File: src/rtl/cflush_pkg.sv
package cflush_pkg;

    localparam int SECTOR_OFS_W = 5;

    typedef enum logic [1:0] {
        FL_IDLE  = 2'd0,
        FL_READ  = 2'd1,
        FL_CAST  = 2'd2,
        FL_CLEAR = 2'd3
    } flush_state_e;

    function automatic int sec_bits(input int n);
        return (n > 1) ? $clog2(n) : 1;
    endfunction

endpackage

File: src/rtl/cflush_walker.sv
module cflush_walker #(
    parameter int IDX_W = 3
) (
    input  logic             clk,
    input  logic             rst,
    input  logic             start,
    input  logic             step,
    output logic [IDX_W-1:0] idx,
    output logic             way,
    output logic             last
);
    localparam logic [IDX_W-1:0] IDX_TOP = '1;

    always_ff @(posedge clk) begin
        if (rst) begin
            idx <= '0;
            way <= 1'b0;
        end else if (start) begin
            idx <= '0;
            way <= 1'b0;
        end else if (step) begin
            if (idx == IDX_TOP) begin
                idx <= '0;
                way <= 1'b1;
            end else begin
                idx <= idx + 1'b1;
            end
        end
    end

    assign last = way && (idx == IDX_TOP);

    // a step moves exactly one position forward in way-major order
    assert_walk_order_R3: assert property (@(posedge clk) disable iff (rst)
        (step && !start && !last) |=>
            ((idx == $past(idx) + 1'b1) && (way == $past(way))) ||
            ((idx == '0) && way && !$past(way)));

    // with no step and no start the position is frozen
    assert_hold_pos_R8: assert property (@(posedge clk) disable iff (rst)
        (!step && !start) |=> ($stable(idx) && $stable(way)));
endmodule

File: src/rtl/cflush_sector.sv
module cflush_sector #(
    parameter int SECTORS = 2,
    parameter int SW      = 1
) (
    input  logic               clk,
    input  logic               rst,
    input  logic               load,
    input  logic [SECTORS-1:0] load_mask,
    input  logic               accept,
    output logic               pend,
    output logic [SW-1:0]      cur_sec
);
    logic [SECTORS-1:0] mask_q;
    logic [SECTORS-1:0] low_bit;

    always_comb begin
        cur_sec = '0;
        low_bit = '0;
        for (int s = SECTORS - 1; s >= 0; s--) begin
            if (mask_q[s]) begin
                cur_sec = SW'(s);
                low_bit = '0;
                low_bit[s] = 1'b1;
            end
        end
    end

    always_ff @(posedge clk) begin
        if (rst) begin
            mask_q <= '0;
        end else if (load) begin
            mask_q <= load_mask;
        end else if (accept) begin
            mask_q <= mask_q & ~low_bit;
        end
    end

    assign pend = |mask_q;

    // an accepted sector leaves the pending set one bit smaller
    assert_one_per_accept_R5: assert property (@(posedge clk) disable iff (rst)
        (accept && !load) |=> ($countones(mask_q) == $countones($past(mask_q)) - 1));
endmodule

File: src/rtl/cflush_engine.sv
module cflush_engine
    import cflush_pkg::*;
#(
    parameter int IDX_W   = 3,
    parameter int SECTORS = 2,
    parameter int TAG_W   = 10
) (
    input  logic                                             clk,
    input  logic                                             rst,
    input  logic                                             cfg_wr_en,
    input  logic                                             cfg_wr_flush,
    output logic                                             cfg_rd_flush,
    output logic                                             tag_en,
    output logic                                             tag_we,
    output logic                                             tag_way,
    output logic [IDX_W-1:0]                                 tag_idx,
    output logic [SECTORS+TAG_W:0]                           tag_wdata,
    input  logic [SECTORS+TAG_W:0]                           tag_rdata,
    output logic                                             co_valid,
    input  logic                                             co_ready,
    output logic [TAG_W+IDX_W+$clog2(SECTORS)+SECTOR_OFS_W-1:0] co_addr,
    output logic                                             co_way,
    input  logic                                             snoop_req,
    output logic                                             busy
);
    localparam int NIDX   = 1 << IDX_W;
    localparam int SW     = sec_bits(SECTORS);
    localparam int ADDR_W = TAG_W + IDX_W + $clog2(SECTORS) + SECTOR_OFS_W;
    localparam int ENT_W  = 1 + SECTORS + TAG_W;

    flush_state_e       state;
    logic               flag_q;
    logic [TAG_W-1:0]   cur_tag;
    logic               start, step, last;
    logic [IDX_W-1:0]   w_idx;
    logic               w_way;
    logic               rd_valid;
    logic [SECTORS-1:0] rd_dirty;
    logic [TAG_W-1:0]   rd_tag;
    logic               sec_load, sec_pend, accept;
    logic [SW-1:0]      cur_sec;
    logic               port_free;

    assign rd_valid = tag_rdata[ENT_W-1];
    assign rd_dirty = tag_rdata[TAG_W +: SECTORS];
    assign rd_tag   = tag_rdata[TAG_W-1:0];

    assign port_free = !snoop_req;
    assign start     = (state == FL_IDLE) && cfg_wr_en && cfg_wr_flush;
    assign step      = (state == FL_CLEAR) && port_free && !last;
    assign sec_load  = (state == FL_READ) && port_free;
    assign accept    = co_valid && co_ready;

    cflush_walker #(.IDX_W(IDX_W)) u_walker (
        .clk   (clk),
        .rst   (rst),
        .start (start),
        .step  (step),
        .idx   (w_idx),
        .way   (w_way),
        .last  (last)
    );

    cflush_sector #(.SECTORS(SECTORS), .SW(SW)) u_sector (
        .clk       (clk),
        .rst       (rst),
        .load      (sec_load),
        .load_mask (rd_valid ? rd_dirty : '0),
        .accept    (accept),
        .pend      (sec_pend),
        .cur_sec   (cur_sec)
    );

    always_ff @(posedge clk) begin
        if (rst) begin
            state   <= FL_IDLE;
            flag_q  <= 1'b0;
            cur_tag <= '0;
        end else begin
            case (state)
                FL_IDLE: begin
                    if (start) begin
                        state  <= FL_READ;
                        flag_q <= 1'b1;
                    end
                end
                FL_READ: begin
                    if (port_free) begin
                        cur_tag <= rd_tag;
                        state   <= FL_CAST;
                    end
                end
                FL_CAST: begin
                    if (!sec_pend) state <= FL_CLEAR;
                end
                FL_CLEAR: begin
                    if (port_free) begin
                        if (last) begin
                            state  <= FL_IDLE;
                            flag_q <= 1'b0;
                        end else begin
                            state <= FL_READ;
                        end
                    end
                end
                default: state <= FL_IDLE;
            endcase
        end
    end

    always_comb begin
        logic [ADDR_W-1:0] a;
        a = ADDR_W'(cur_tag);
        a = a * ADDR_W'(NIDX) + ADDR_W'(w_idx);
        a = a * ADDR_W'(SECTORS) + ADDR_W'(cur_sec);
        co_addr = a << SECTOR_OFS_W;
    end

    assign busy         = (state != FL_IDLE);
    assign cfg_rd_flush = flag_q;
    assign tag_en       = ((state == FL_READ) || (state == FL_CLEAR)) && port_free;
    assign tag_we       = (state == FL_CLEAR) && port_free;
    assign tag_way      = w_way;
    assign tag_idx      = w_idx;
    assign tag_wdata    = '0;
    assign co_valid     = (state == FL_CAST) && sec_pend;
    assign co_way       = w_way;

    // the engine never drives the tag port while a snoop owns it
    assert_snoop_yield_R8: assert property (@(posedge clk) disable iff (rst)
        snoop_req |-> !tag_en);

    // a stalled castout stays put
    assert_co_hold_R5: assert property (@(posedge clk) disable iff (rst)
        (co_valid && !co_ready) |=> (co_valid && $stable(co_addr) && $stable(co_way)));

    // invalidation only after the pending sectors are drained
    assert_inv_after_cast_R6: assert property (@(posedge clk) disable iff (rst)
        tag_we |-> !sec_pend);

    // port activity only while busy, and the flag follows busy
    assert_busy_cover_R7: assert property (@(posedge clk) disable iff (rst)
        (co_valid || tag_en) |-> (busy && cfg_rd_flush));

    // a flush begins at way 0, index 0
    assert_start_pos_R2: assert property (@(posedge clk) disable iff (rst)
        $rose(busy) |-> (w_idx == '0 && !w_way));

    // the flag drops only together with the end of the walk
    assert_flag_clear_R10: assert property (@(posedge clk) disable iff (rst)
        $fell(cfg_rd_flush) |-> ($past(last) && !busy));
endmodule

File: config.mk
export PLATFORM = sky130hd
export DESIGN_NAME = cflush_engine
export DESIGN_NICKNAME = d
export VERILOG_FILES = /design/src/rtl/cflush_pkg.sv /design/src/rtl/cflush_walker.sv /design/src/rtl/cflush_sector.sv /design/src/rtl/cflush_engine.sv
export SDC_FILE = /design/constraint.sdc
export NUM_CORES = 1
export LEC_CHECK = 0
export ABC_CLOCK_PERIOD_IN_PS = 1800
export BUFFER_PORTS_ARGS = -buffer_cell sky130_fd_sc_hd__buf_2
export CAP_MARGIN = 30
export CORE_MARGIN = 2
export CORE_UTILIZATION = 40
export CTS_CLUSTER_DIAMETER = 120
export DETAILED_ROUTE_END_ITERATION = 10
export PLACE_DENSITY = 0.72
export SLEW_MARGIN = 20
export SYNTH_ARGS = -nofsm -noshare
export SYNTH_HDL_FRONTEND = slang
export SYNTH_SLANG_ARGS = --single-unit
File: constraint.sdc
create_clock -name clk -period 1.8 [get_ports clk]
set_clock_uncertainty 0.1 [all_clocks]
set_input_delay 0.18 -clock clk [delete_from_list [all_inputs] [get_ports clk]]
set_output_delay 0.18 -clock clk [all_outputs]
set_load 0.01 [all_outputs]
==> results.md <==
- The flow ran to the end, and the final reports show no timing, DRC or antenna violations.
- The clock-pin transition on the worst setup and hold timing paths is 0.10 ns.
- Summing the sequential cell areas from Yosys gives 35.6% of the chip area.
- The library cells used most frequently in the layout, excluding fill and tap cells, are sky130_fd_sc_hd__buf_2, sky130_fd_sc_hd__nand2_1, sky130_fd_sc_hd__dfxtp_1, sky130_fd_sc_hd__conb_1, sky130_fd_sc_hd__a21oi_1.
- Clock tree synthesis inserted a total of 3 buffers.
- The worst setup path is captured at an output pin.
- The number of antenna diodes in the final layout is 0.
- In the finished design, the share of the clock period the worst path needs comes to 92.1%.
- Setup violations remaining at the end of the flow were counted as 0.
- The category of the most critical setup path is flop to output pin.
- After detailed placement, the total cell area comes to 1190 um2.
- In this run the number of H-tree levels came out at 1.
- The type of origin of the critical path is a flop.
- The initial utilization of the core area, before any placement, comes to 42.7%.
- The die is 55.7 um wide.
- The cell chosen for the clock root is sky130_fd_sc_hd__clkbuf_4.
- The startpoint of the worst-slack reg-to-reg timing path is u_walker.idx[0]$_SDFFE_PP0P_.
- The total iterations of the first detailed-routing run is 4.
- The number of placement rows is 18.
- The total area inside the core boundary comes to 2500 um2.
- Of the total synthesized cell area, the portion taken by full adders, half adders and majority gates is 7.03%.
- The static leakage is 0.640 nW.
- The number of cells on the worst reg-to-reg path is 5.
- The global-route usage over all layers is 14.6%.
- The required arrival time at the worst endpoint is 1.52 ns.
- The number of buffers inserted by post-CTS setup repair is 0.
- The internal reg-to-reg setup slack is 0.19 ns.
- Routability-driven placement finished with a final weighted congestion of 0.795.
- The time the worst path needs with I/O delays and setup is 1.66 ns.
- The number of unique standard cell types used by synthesis is 29.
- The sum of negative setup slack is 0 ns.
- Buffers placed on the I/O ports in this run total 42.
- The number of standard cells after synthesis is 128.
- The number of slew-limit violations in the final report is 0.
- The simple-gate share of the synthesized area is 19.8%.
- Once routing completed, OpenROAD measured the worst setup slack at 0.143 ns.
- The post-synthesis compound-gate area fraction is 16.5%.
- In the final layout, the share of cells above drive strength 1 is 32.2%.
- The path type of the worst min-delay path is input pin to flop.
- Clock tree synthesis found a total of 19 sinks.
- The most common cell after layout, fill and taps aside is sky130_fd_sc_hd__buf_2.
- The cell area that synthesis handed to floorplanning was 1070 um2.
- From synthesis to final layout, the design area changed by 20.4%.
- After routing the design area is 1280 um2.
- The maximum count of clock buffers along a single path is 2.
- The portion of total power attributed to the clock network is 17.5%.
- The insertion delay to the later sink of the worst-skew pair is 0.30 ns.
- The power per cell area is 948 nW/um2.
- The overall die area is 3100 um2.
- The initial antenna violation count was 0.
- By area, the combinational part of the netlist is dominated by simple AND/OR/NAND/NOR gates.
- The routed layout has 930 vias.
- The via count of the first global-routing pass is 864.
- In the routed layout, each cell is associated on average with a via count of 4.63.
- Setup repair after global routing left no endpoint under its margin.
- The net switching power is 0.000448 W.
- Internal power comes to 0.000769 W.
- The multiplexer share of the synthesized area is 0.938%.
- The switching share of total power is 36.8%.
- For this run, design rule violations remaining after detail routing come to 0.
- A synthesized cell averages 8.34 um2.
- In this run the remaining antenna-violating nets after routing total 0.
- Of the total synthesized cell area, the portion taken by XOR and XNOR cells is 0%.
- 61 I/O pins were placed.
- The worst hold path begins at tag_rdata[9].
- The total of flip-flops plus latches after synthesis is 19.
- Of the total power, registers draw 43.9%.
- The instance count along the most critical hold path is 3.
- The worst path arrival time is 1.38 ns.
- For this run, the number of Yosys warnings is 0.
- The max-cap violation count is 0.
- The first global-routing pass estimated 3.66 mm of wire.
- The path with the worst hold slack has its endpoint at cur_tag[9]$_SDFFE_PP0P_.
- The height of the die is 55.7 um.
- The mean routed wirelength per cell is 11.0 um.
- OpenSTA, run right after detailed placement, puts the worst setup slack at 0.0116 ns.
- The share of the core filled with cells in the final layout is 51.4%.
- The largest fanout on the critical path is 5.
- Wires add up to 2.21 mm.
- IR analysis of the VDD net gives a maximum drop of 0.665 mV.
- The detailed router finished its first iteration with 27 violations.
- The clock tree from TritonCTS is built.
- The critical path starts at state[0]$_SDFFE_PP0P_.
- The share of total power dissipated in combinational logic is 38.6%.
- Detailed placement finished with a half-perimeter wire length of 1.67 mm.
- The aggregate global routing overflow is 0.
- The highest clock frequency the design can meet is 0.603 GHz.
- The reg-to-reg critical path endpoint is state[0]$_SDFFE_PP0P_.
- The post-layout net count is 197.
- Entering global routing, the biggest net connects 18 pins.
- The final-report hold violation count was 0.
==> critical path, cell delays in order, from the launching register on <==
cell                      delay, ns
sky130_fd_sc_hd__dfxtp_1       0.44
sky130_fd_sc_hd__inv_1         0.11
sky130_fd_sc_hd__ha_1          0.25
sky130_fd_sc_hd__o21a_4        0.15
sky130_fd_sc_hd__buf_2         0.14
==> registers in the layout, summed over array words and instances, names as in the netlist <==
name and cells:
cfg_rd_flush 1, state 2, u_sector.mask_q 2, u_walker.way 1, u_walker.idx 3, cur_tag 10
==> layout make-up <==
cell class,count,area (um2)
inverters,5,18.8
clock buffers,3,22.5
multi-input cells,94,543
well taps,30,37.5
clock inverters,1,5.00
fillers,238,1210
repair buffers,49,278
flip-flops and latches,19,380
==> power groups by stage <==
stage / logic [W] / registers [W] / clock network (W)
after floorplan: 0.000335 / 0.000553 / 0
after global placement: 0.000445 / 0.000536 / 0
after detailed placement: 0.000460 / 0.000544 / 0
after CTS: 0.000468 / 0.000535 / 0.000224
after global routing: 0.000526 / 0.000546 / 0.000249
final: 0.000470 / 0.000535 / 0.000213
==> per-layer routing <==
metal	share of wire, %	global-route usage [%]	up-vias
met3	7.5	4.42	2
met4	0.59	3.14	0
met2	50	26.2	44
met5	0	0	-
met1	42	16.9	416
li1	-	-	468
==> cells in the mapped netlist <==
master | number | area (um2)
sky130_fd_sc_hd__nand3_1 | 5 | 25.0
sky130_fd_sc_hd__nand3b_1 | 1 | 7.51
sky130_fd_sc_hd__o21ai_1 | 2 | 10.0
sky130_fd_sc_hd__a211oi_2 | 1 | 12.5
sky130_fd_sc_hd__o21a_4 | 1 | 15.0
sky130_fd_sc_hd__nand2b_4 | 1 | 13.8
sky130_fd_sc_hd__conb_1 | 1 | 3.75
sky130_fd_sc_hd__a21boi_2 | 1 | 11.3
sky130_fd_sc_hd__dfxtp_1 | 19 | 380
sky130_fd_sc_hd__clkbuf_1 | 1 | 3.75
sky130_fd_sc_hd__or2_0 | 1 | 6.26
sky130_fd_sc_hd__o211ai_1 | 1 | 7.51
sky130_fd_sc_hd__and2_1 | 1 | 6.26
sky130_fd_sc_hd__buf_4 | 23 | 173
sky130_fd_sc_hd__a21oi_1 | 17 | 85.1
sky130_fd_sc_hd__buf_2 | 3 | 15.0
sky130_fd_sc_hd__inv_2 | 1 | 3.75
sky130_fd_sc_hd__a2111oi_2 | 1 | 15.0
sky130_fd_sc_hd__o31ai_1 | 2 | 15.0
sky130_fd_sc_hd__nor2_1 | 2 | 7.51
sky130_fd_sc_hd__inv_1 | 4 | 15.0
sky130_fd_sc_hd__o21ai_0 | 1 | 5.00
sky130_fd_sc_hd__nor2b_1 | 2 | 12.5
sky130_fd_sc_hd__nand2b_1 | 5 | 31.3
sky130_fd_sc_hd__nor3b_2 | 1 | 12.5
sky130_fd_sc_hd__nand2_1 | 22 | 82.6
sky130_fd_sc_hd__ha_1 | 6 | 75.1
sky130_fd_sc_hd__mux2i_1 | 1 | 10.0
sky130_fd_sc_hd__or3_1 | 1 | 6.26
==> through the flow <==
step	total power (W)	hold slack, ns	instances
after global placement	0.000981	0.323	191
after global routing	0.00132	0.00121	201
after CTS	0.00123	0.000582	197
after floorplan	0.000889	0.216	145
after detailed placement	0.00100	0.329	191
final	0.00122	0.0112	201
==> how the worst max path moves through the flow <==
stage	to	cells past startpoint
after floorplan	state[0]$_SDFFE_PP0P_	5
after global placement	u_sector.mask_q[0]$_SDFFE_PP0P_	4
after detailed placement	u_sector.mask_q[1]$_SDFFE_PP0P_	4
after CTS	co_valid	4
after global routing	state[0]$_SDFFE_PP0P_	5
final	co_valid	4
==> cell families (layout without fill, tap and decap cells) <==
| logic type | after synthesis | count (layout) |
|---|---|---|
| AO/OA/AOI/OAI | 27 | 27 |
| flip-flops | 19 | 19 |
| multiplexers | 1 | 1 |
| buffers and inverters | 32 | 58 |
| AND/OR/NAND/NOR | 42 | 42 |
| other | 1 | 18 |
| adder cells (fa/ha/maj) | 6 | 6 |
==> what timing repair did <==
item,in CTS,in global routing
gates resized for setup,1,0
hold buffers,2,4
setup endpoints to repair,1,0
hold endpoints to repair,2,4
(Power assumes the default switching activity.)
